[config.mk]
export PLATFORM = sky130hd
export DESIGN_NAME = ipi_mailbox
export DESIGN_NICKNAME = d
export VERILOG_FILES = /design/src/rtl/ipi_pkg.sv /design/src/rtl/ipi_cmd_arbiter.sv /design/src/rtl/ipi_pending_matrix.sv /design/src/rtl/ipi_readback_bank.sv /design/src/rtl/ipi_mailbox.sv
export SDC_FILE = /design/constraint.sdc
export NUM_CORES = 1
export LEC_CHECK = 0
export BUFFER_PORTS_ARGS = -buffer_cell sky130_fd_sc_hd__buf_2
export CAP_MARGIN = 20
export CORE_MARGIN = 10
export CORE_UTILIZATION = 40
export CTS_BUF_LIST = sky130_fd_sc_hd__clkbuf_4 sky130_fd_sc_hd__clkbuf_8
export DETAILED_ROUTE_END_ITERATION = 10
export GPL_ROUTABILITY_DRIVEN = 0
export SLEW_MARGIN = 15
export SYNTH_ARGS = -nofsm -noshare
export SYNTH_HDL_FRONTEND = slang
export SYNTH_SLANG_ARGS = --single-unit
[constraint.sdc]
create_clock -name clk -period 2.01 [get_ports clk]
set_clock_uncertainty 0.15 [all_clocks]
set_input_delay 0.1005 -clock clk [delete_from_list [all_inputs] [get_ports clk]]
set_output_delay 0.1005 -clock clk [all_outputs]
set_load 0.03 [all_outputs]
[src/rtl/ipi_pkg.sv]
package ipi_pkg;

  typedef enum logic [1:0] {
    CMD_PEEK   = 2'd0,
    CMD_RAISE  = 2'd1,
    CMD_SOURCE = 2'd2,
    CMD_ACK    = 2'd3
  } ipi_cmd_e;

  localparam int OP_W = 2;

endpackage

[src/rtl/ipi_cmd_arbiter.sv]
module ipi_cmd_arbiter #(
  parameter  int N  = 4,
  localparam int IW = (N > 1) ? $clog2(N) : 1
) (
  input  logic [N-1:0]  req,
  output logic [N-1:0]  gnt,
  output logic          any,
  output logic [IW-1:0] idx
);

  // lowest index wins
  always_comb begin
    gnt = '0;
    any = 1'b0;
    idx = '0;
    for (int i = 0; i < N; i++) begin
      if (req[i] && !any) begin
        gnt[i] = 1'b1;
        any    = 1'b1;
        idx    = IW'(i);
      end
    end
  end

endmodule

[src/rtl/ipi_pending_matrix.sv]
module ipi_pending_matrix
  import ipi_pkg::*;
#(
  parameter  int N  = 4,
  localparam int IW = (N > 1) ? $clog2(N) : 1
) (
  input  logic                  clk,
  input  logic                  rst_n,
  input  logic                  cmd_en,
  input  ipi_cmd_e              cmd,
  input  logic [IW-1:0]         who,
  input  logic [IW-1:0]         arg,
  output logic [N-1:0][N-1:0]   pend,   // pend[sender][target]
  output logic [N-1:0]          line
);

  for (genvar s = 0; s < N; s++) begin : g_src
    for (genvar t = 0; t < N; t++) begin : g_dst
      if (s == t) begin : g_diag
        assign pend[s][t] = 1'b0;
      end else begin : g_cell
        logic bit_q;
        logic set_c;
        logic clr_c;
        assign set_c = cmd_en && (cmd == CMD_RAISE) &&
                       (who == IW'(s)) && (arg == IW'(t));
        assign clr_c = cmd_en && (cmd == CMD_ACK) &&
                       (who == IW'(t)) && (arg == IW'(s));
        always_ff @(posedge clk) begin
          if (!rst_n)     bit_q <= 1'b0;
          else if (set_c) bit_q <= 1'b1;
          else if (clr_c) bit_q <= 1'b0;
        end
        assign pend[s][t] = bit_q;
      end
    end
  end

  for (genvar t = 0; t < N; t++) begin : g_line
    logic [N-1:0] col;
    for (genvar s = 0; s < N; s++) begin : g_col
      assign col[s] = pend[s][t];
    end
    assign line[t] = |col;
  end

endmodule

[src/rtl/ipi_readback_bank.sv]
module ipi_readback_bank
  import ipi_pkg::*;
#(
  parameter  int N  = 4,
  localparam int IW = (N > 1) ? $clog2(N) : 1
) (
  input  logic                clk,
  input  logic                rst_n,
  input  logic                cmd_en,
  input  ipi_cmd_e            cmd,
  input  logic [IW-1:0]       who,
  input  logic [IW-1:0]       arg,
  input  logic [N-1:0][N-1:0] pend,
  output logic [N-1:0][N-1:0] rb
);

  logic [N-1:0] result;
  logic         is_query;

  assign is_query = (cmd == CMD_PEEK) || (cmd == CMD_SOURCE);

  always_comb begin
    result = '0;
    if (cmd == CMD_PEEK) begin
      result[0] = pend[who][arg];
    end else begin
      for (int k = 0; k < N; k++) result[k] = pend[k][who];
    end
  end

  for (genvar i = 0; i < N; i++) begin : g_reg
    logic [N-1:0] rb_q;
    always_ff @(posedge clk) begin
      if (!rst_n)
        rb_q <= '0;
      else if (cmd_en && is_query && (who == IW'(i)))
        rb_q <= result;
    end
    assign rb[i] = rb_q;
  end

endmodule

[src/rtl/ipi_mailbox.sv]
module ipi_mailbox
  import ipi_pkg::*;
#(
  parameter  int N  = 4,
  localparam int IW = (N > 1) ? $clog2(N) : 1
) (
  input  logic              clk,
  input  logic              rst_n,
  input  logic [N-1:0]      cmd_valid,
  output logic [N-1:0]      cmd_ready,
  input  logic [OP_W*N-1:0] cmd_op,
  input  logic [IW*N-1:0]   cmd_arg,
  output logic [N*N-1:0]    rdback,
  output logic [N-1:0]      irq
);

  logic [OP_W-1:0] op_arr  [N];
  logic [IW-1:0]   arg_arr [N];

  for (genvar i = 0; i < N; i++) begin : g_split
    assign op_arr[i]  = cmd_op[i*OP_W +: OP_W];
    assign arg_arr[i] = cmd_arg[i*IW +: IW];
  end

  logic          acc;
  logic [IW-1:0] win;
  ipi_cmd_e      sel_cmd;
  logic [IW-1:0] sel_arg;

  ipi_cmd_arbiter #(.N(N)) u_arb (
    .req (cmd_valid),
    .gnt (cmd_ready),
    .any (acc),
    .idx (win)
  );

  assign sel_cmd = ipi_cmd_e'(op_arr[win]);
  assign sel_arg = arg_arr[win];

  logic [N-1:0][N-1:0] pend;
  logic [N-1:0][N-1:0] rb;

  ipi_pending_matrix #(.N(N)) u_mat (
    .clk    (clk),
    .rst_n  (rst_n),
    .cmd_en (acc),
    .cmd    (sel_cmd),
    .who    (win),
    .arg    (sel_arg),
    .pend   (pend),
    .line   (irq)
  );

  ipi_readback_bank #(.N(N)) u_rb (
    .clk    (clk),
    .rst_n  (rst_n),
    .cmd_en (acc),
    .cmd    (sel_cmd),
    .who    (win),
    .arg    (sel_arg),
    .pend   (pend),
    .rb     (rb)
  );

  assign rdback = rb;

endmodule

==> results of run 1 <==
[metrics by stage]
stage | std cells | hold slack (ps)
after detailed placement | 305 | 286
after global routing | 311 | 29.4
after floorplan | 210 | 109
after global placement | 305 | 289
after CTS | 311 | 33.5
final | 311 | 43.1
[final timing paths]
kind	from	endpoint	cells after the start
setup / recovery	cmd_valid[2]	u_mat.g_src[2].g_dst[1].g_cell.bit_q$_SDFFE_PN0P_	7
hold / removal	cmd_arg[0]	u_mat.g_src[0].g_dst[3].g_cell.bit_q$_SDFFE_PN0P_	3
setup reg to reg	u_mat.g_src[3].g_dst[2].g_cell.bit_q$_SDFFE_PN0P_	u_rb.g_reg[1].rb_q[0]$_SDFFE_PN0P_	6
hold reg to reg	u_rb.g_reg[3].rb_q[1]$_SDFFE_PN0P_	u_rb.g_reg[3].rb_q[1]$_SDFFE_PN0P_	2
[placed cells by master (no fill, tap or decap), types with 4 or more instances in the layout]
master    netlist  layout
a21boi_0        9       9
a21oi_1         7       7
and2_1          4       4
and3_1          4       4
buf_2           5      45
buf_4           3      17
dfxtp_1        28      28
mux2i_1         5       5
nand2_1        20      20
nand3_1        13      12
nand4_1         5       5
nor2_1          4       4
nor2b_1         9       9
nor3_1          6       6
nor3b_1         4       4
o21ai_0        16      16
or3_1           5       5
[synthesized netlist by cell type, drive strengths merged]
cell type / count / area share
a211oi: 1 / 0.012
a21boi: 12 / 0.052
a21oi: 7 / 0.020
a221o: 1 / 0.0058
a221oi: 2 / 0.010
a222oi: 1 / 0.0058
a22oi: 2 / 0.0087
a2bb2oi: 1 / 0.0051
a311oi: 1 / 0.0051
a31o: 1 / 0.0051
a31oi: 1 / 0.0036
a32oi: 1 / 0.016
and2: 5 / 0.020
and3: 4 / 0.015
buf: 12 / 0.045
clkbuf: 5 / 0.011
clkinv: 1 / 0.0029
dfxtp: 28 / 0.33
inv: 5 / 0.011
mux2i: 5 / 0.029
nand2: 22 / 0.051
nand2b: 2 / 0.0073
nand3: 13 / 0.038
nand3b: 3 / 0.013
nand4: 5 / 0.018
nor2: 4 / 0.0087
nor2b: 9 / 0.033
nor3: 7 / 0.027
nor3b: 4 / 0.017
nor4: 2 / 0.0073
nor4b: 2 / 0.010
nor4bb: 1 / 0.0058
o2111ai: 1 / 0.0051
o211ai: 2 / 0.012
o21a: 2 / 0.0087
o21ai: 18 / 0.052
o21bai: 1 / 0.0044
o311a: 2 / 0.012
o311ai: 1 / 0.0051
o31ai: 3 / 0.013
o41ai: 1 / 0.0095
or2: 3 / 0.011
or3: 5 / 0.018
or4: 1 / 0.0044
[worst register-to-register path, cell delays in order (launching register included)]
cell and delay [ps]:
dfxtp_1 420, nor4bb_1 240, a21oi_1 70, a2bb2oi_1 140, mux2i_1 180, o211ai_2 150, o21ai_0 160
[flip-flops by register name, indices dropped and copies added (netlist names)]
register and cells:
u_rb.g.rb_q 16, u_mat.g_src.g_dst.g_cell.bit_q 12
[power groups by stage]
stage | sequential [mW] | combinational [mW] | clock (mW)
floorplan | 0.578 | 0.162 | 0
global placement | 0.577 | 0.252 | 0
detailed placement | 0.577 | 0.251 | 0
CTS | 0.564 | 0.255 | 0.452
global route | 0.565 | 0.280 | 0.479
finish | 0.564 | 0.260 | 0.446
[layer usage]
layer	up-vias	routed length (microns)
li1	878	-
met1	873	2220
met2	88	2550
met3	6	470
met4	0	41
met5	-	0
[cell families after synthesis]
logic type	count (synthesis)	share of synthesized area
AOI/OAI and AO/OA	62	0.271
and+or+nand+nor	92	0.304
muxes	5	0.0291
DFF	28	0.326
buffers and inverters	23	0.0698
[cell type report]
class | count | area [sq um]
flip-flops and latches | 28 | 561
repair buffers | 64 | 373
inverters | 6 | 23.8
well taps | 50 | 62.6
clock buffers | 3 | 41.3
multi-input cells | 159 | 1050
fillers | 396 | 1940
clock inverters | 1 | 30.0
[timing repair]
item | 4_1_cts | 5_1_grt
endpoints found under the hold margin | 2 | 0
hold buffers | 2 | 0
setup endpoints to repair | 0 | 2
resized for setup | 0 | 1
==> key figures, run 1 <==
Floorplanning
  • Core Footprint: 4090 sq um
  • Initial Util: 0.421
  • Die ar.: 7320 sq um
  • Die Height: between 80 and 90 microns
  • Die Wd: 85.6 microns
  • Cell row count: 23
  • IO Pins: 46

Route
  • DR vias/cell: 5.93
  • Residual DRC count: 0
  • DRT iter0 DRCs: 141
  • Routed via count: 1,845
  • DR WL/cell: 17.0 microns
  • First-pass detailed-route iteration total: 4
  • Antenna-violating nets left: 0
  • Final wirelength: 5280 microns

Worst setup path
  • WS Path Type: primary input to flop
  • Crit Path Max Fanout: 20
  • CP Cell Sequence: buf_2, nor3_1, o21bai_1, nand3_2, nor3_4, a31oi_1, nor3b_1
  • Worst path bufs/invs: 1
  • CP Launch Type: primary input
  • Crit path DAT: 1850 ps
  • Top delay family on crit path: simple AND/OR/NAND/NOR gates
  • Setup crit end kind: flop
  • CP max-delay cell: nor3_4
  • Max incr delay on CP: 360 ps
  • Crit path required time: 2050 ps
  • Setup slack, reg-to-reg: 440 ps

Yosys
  • Seq/Total Area, Yosys: 0.326
  • Mapped Area: 1720 sq um
  • Net Count, Synth: about 230
  • Synth Register Bits: 28
  • Yosys warns: 0
  • Cells after synthesis: 210
  • Syn Area/Cell: 8.19 sq um
  • Post-synth cell types: 55

Pwr
  • Share of power burned in combinational logic: 0.205
  • Pleak: 0.886 nW
  • Pwr Density: 593 nW/um^2
  • Power share of the clock group: 0.351
  • Worst vdd ir: 574 uV
  • Net Sw Power: 345 uW
  • Internal power: 926 uW
  • Sequential power share: 0.444
  • Pwr Total: 1.27 mW
  • Net Sw Frac: 0.271

Timing
  • RSZ-0062 raised after global routing: no
  • Slew Limit Fails: 0
  • Final-report setup violation count: 0
  • Max-slew headroom: 0.677
  • Final min period: 1810 ps
  • Setup TNS: 0 ps
  • Peak Freq: 0.551 GHz
  • Final hold vios: 0
  • Period utilisation layout: 0.903
  • Slew @ Worst Pin: 480 ps
  • Worst Setup Slack, final: 196 ps

Clock tree
  • Clock Tree Buf Depth: 2
  • CTS buffer count: 3
  • CTS Sinks: 28
  • Postcts setup bufs: 0
  • Clock Latency Late Sink: 280 ps
  • H-tree levels: 1
  • Worst-path clk slew: ~90 ps
  • CTS tree: built
  • CTS root buf: clkbuf_8

GRT
  • Met1 usage: 0.181
  • Remaining global-route overflow: 0
  • Initial antenna violation count: 0
  • Vias in the first global route: 1,776
  • Met2 Use GR: 0.234
  • GRT Total Usage: 0.143
  • Most Crowded Layer GR: met2
  • M3 GR Usage: 0.0416
  • Largest net degree at the start of global routing: 30
  • Global-route wire length before repair: roughly 9000 microns

Status
  • Status: completed

Layout
  • Ratio of cells with drive above 1 in the final layout: 0.310
  • Final instance area: 2140 sq um
  • P&R area growth vs syn: 24.5%
  • Final Util: 0.524
  • Final-stage net count: 284
  • Antenna Cells: 0

Min path
  • Hold Crit Class: primary input to flop

Place
  • Count of buffers from port buffering: 45
  • Dpl ws: -53.1 ps
  • Detail Placement HPWL: approximately 4000 microns
  • Placed inst area: 2050 sq um

Flow run
  • Max-Cap Viols: 0
(Power assumes the default switching activity.)
==> run 2: changes to the inputs <==
--- a/config.mk
+++ b/config.mk
@@ -12,6 +12,7 @@
 export CTS_BUF_LIST = sky130_fd_sc_hd__clkbuf_4 sky130_fd_sc_hd__clkbuf_8
 export DETAILED_ROUTE_END_ITERATION = 10
 export GPL_ROUTABILITY_DRIVEN = 0
+export SETUP_SLACK_MARGIN = 0.5
 export SLEW_MARGIN = 15
 export SYNTH_ARGS = -nofsm -noshare
 export SYNTH_HDL_FRONTEND = slang
==> key figures, run 2 (synthesis gave the netlist of run 1 again) <==
Min path
  • Hold Crit Class: primary input to flop
  • Hold depth: 3
  • Hold_sp: cmd_arg[0]
  • Hold worst-path end: u_mat.g_src[0].g_dst[3].g_cell.bit_q$_SDFFE_PN0P_

Route
  • Final wirelength: about 6000 microns
  • Residual DRC count: 0
  • First-pass detailed-route iteration total: 4
  • Met2 routed wirelength: 2810 microns
  • DR WL/cell: 18.5 microns
  • DR vias/cell: between 5 and 6
  • Routed via count: 1,878
  • DRT iter0 DRCs: 185
  • Highest routing layer actually used: met4
  • Routed wl met3: ~420 microns
  • Antenna-violating nets left: 0
  • Met1 Wirelength: about 2700 microns

Place
  • Placed inst area: roughly 2200 sq um
  • Detail Placement HPWL: 4290 microns
  • Count of buffers from port buffering: 45

Worst setup path
  • Setup crit end kind: flop
  • RR Endpoint: u_rb.g_reg[0].rb_q[0]$_SDFFE_PN0P_
  • CP Launch Type: primary input
  • Most used cell, CP: buf_4
  • Setup slack, reg-to-reg: 490 ps
  • WS Path Type: primary input to flop
  • Max incr delay on CP: 280 ps
  • Crit Path Max Fanout: 16
  • Path depth of the worst reg2reg path: 6
  • CP max-delay cell: a32oi_4
  • Crit path DAT: ~1600 ps
  • Worst path bufs/invs: 2
  • Crit path required time: 2030 ps
  • Top delay family on crit path: compound AO/OA/AOI/OAI gates
  • FF-to-FF Start: u_mat.g_src[3].g_dst[1].g_cell.bit_q$_SDFFE_PN0P_
  • CP Cell Sequence: buf_4, nor3b_2, o21ai_4, buf_4, a32oi_4, nand2_1, o211ai_2, o21ai_1

Clock tree
  • Clock Latency Late Sink: 280 ps
  • Clock Tree Buf Depth: 2
  • H-tree levels: 1
  • CTS root buf: clkbuf_8
  • CTS buffer count: 3
  • CTS tree: built
  • Worst-path clk slew: 100 ps
  • CTS Sinks: 28

Layout
  • Filler Cells Inserted: between 300 and 400
  • Final-stage net count: 297
  • Leading registers by flop count: u_rb.g.rb_q (16), u_mat.g_src.g_dst.g_cell.bit_q (12)
  • Commonest non-fill, non-tap cell in the layout: buf_2
  • Ratio of cells with drive above 1 in the final layout: 0.456
  • Largest register FFs: 16
  • P&R area growth vs syn: 48.4%
  • Antenna Cells: 0
  • Most frequent cells in the layout: buf_2 (41), buf_4 (24), dfxtp_1 (23), nand2_1 (18), nand3_1 (12)
  • Top reg by flops: u_rb.g.rb_q
  • Final Util: 0.625
  • Final instance area: 2550 sq um

Flow run
  • Max-Cap Viols: 0

Floorplanning
  • Die Height: 85.6 microns
  • Cell row count: 23
  • Core Footprint: about 4000 sq um
  • Die Wd: 85.6 microns
  • Die ar.: 7320 sq um
  • IO Pins: 46
  • Initial Util: 0.421

Pwr
  • Internal power: 985 uW
  • Sequential power share: 0.408
  • Power share of the clock group: 0.329
  • Net Sw Power: 398 uW
  • Share of power burned in combinational logic: 0.263
  • Pleak: ~1.0 nW
  • Net Sw Frac: 0.288
  • Pwr Total: 1.38 mW
  • Pwr Density: 542 nW/um^2
  • Worst vdd ir: around 380 uV

Timing
  • RSZ-0062 raised after global routing: yes
  • Final min period: between 1500 and 2000 ps
  • Setup TNS: 0 ps
  • Peak Freq: 0.654 GHz
  • Slew Limit Fails: 0
  • Final-report setup violation count: 0
  • Slew @ Worst Pin: just over 500 ps
  • Max-slew headroom: 0.661
  • Period utilisation layout: 0.760
  • Final hold vios: 0
  • Hold Slack: 58.6 ps

GRT
  • Initial antenna violation count: 0
  • Largest net degree at the start of global routing: 30
  • Remaining global-route overflow: 0
  • GRT Total Usage: 0.149
  • Global-route wire length before repair: between 9000 and 10,000 microns
  • Vias in the first global route: around 1,800

Status
  • Status: completed
==> run 2: layout make-up <==
type | count | area [sq um] | area share
Clock buffer | 3 | 41.3 | 0.0162
Timing Repair Buffer | 77 | 551 | 0.216
Inverter | 6 | 27.5 | 0.0108
Clock inverter | 1 | 30.0 | 0.0118
Multi-Input combinational cell | 159 | 1270 | 0.498
Tap cell | 50 | 62.6 | 0.0245
Sequential cell | 28 | 569 | 0.223
==> run 2: worst max-delay path by stage <==
stage,from,to,cells past startpoint
after detailed placement,cmd_valid[2],u_mat.g_src[2].g_dst[1].g_cell.bit_q$_SDFFE_PN0P_,8
final,cmd_valid[2],u_rb.g_reg[0].rb_q[0]$_SDFFE_PN0P_,8
after global routing,u_mat.g_src[3].g_dst[1].g_cell.bit_q$_SDFFE_PN0P_,u_rb.g_reg[0].rb_q[0]$_SDFFE_PN0P_,6
after floorplan,cmd_valid[2],u_mat.g_src[3].g_dst[1].g_cell.bit_q$_SDFFE_PN0P_,7
after global placement,cmd_valid[2],u_mat.g_src[0].g_dst[2].g_cell.bit_q$_SDFFE_PN0P_,8
after CTS,cmd_valid[0],u_mat.g_src[0].g_dst[2].g_cell.bit_q$_SDFFE_PN0P_,6
==> run 2: power by group through the flow <==
stage,combinational [mW],sequential [mW],clock [mW]
final,0.364,0.564,0.455
after global routing,0.385,0.564,0.484
after CTS,0.314,0.564,0.463
after detailed placement,0.285,0.577,0
after global placement,0.286,0.577,0
after floorplan,0.195,0.578,0
==> run 2: tightest hold or removal path, stage by stage <==
cell      delay (ps)
buf_2            120
nand4_1          130
a21boi_0          90
==> run 2: what timing repair did <==
item | in CTS | in global routing
hold buffers | 3 | 0
pin swaps | 7 | 21
resized for setup | 15 | 40
setup endpoints to repair | 25 | 28
buffers inserted | 4 | 7
endpoints found under the hold margin | 3 | 0
==> run 2: routing by layer <==
layer  vias up  GRT usage
li1        904          -
met1       884      0.201
met2        79      0.231
met3        11     0.0322
met4         0     0.0434
met5         -          0
==> run 2: per-stage QoR <==
| stage | setup WS, ps | cells |
|---|---|---|
| floorplan | 386 | 210 |
| global placement | 38.5 | 306 |
| detailed placement | 68.0 | 306 |
| CTS | 463 | 317 |
| global route | 374 | 324 |
| finish | 482 | 324 |
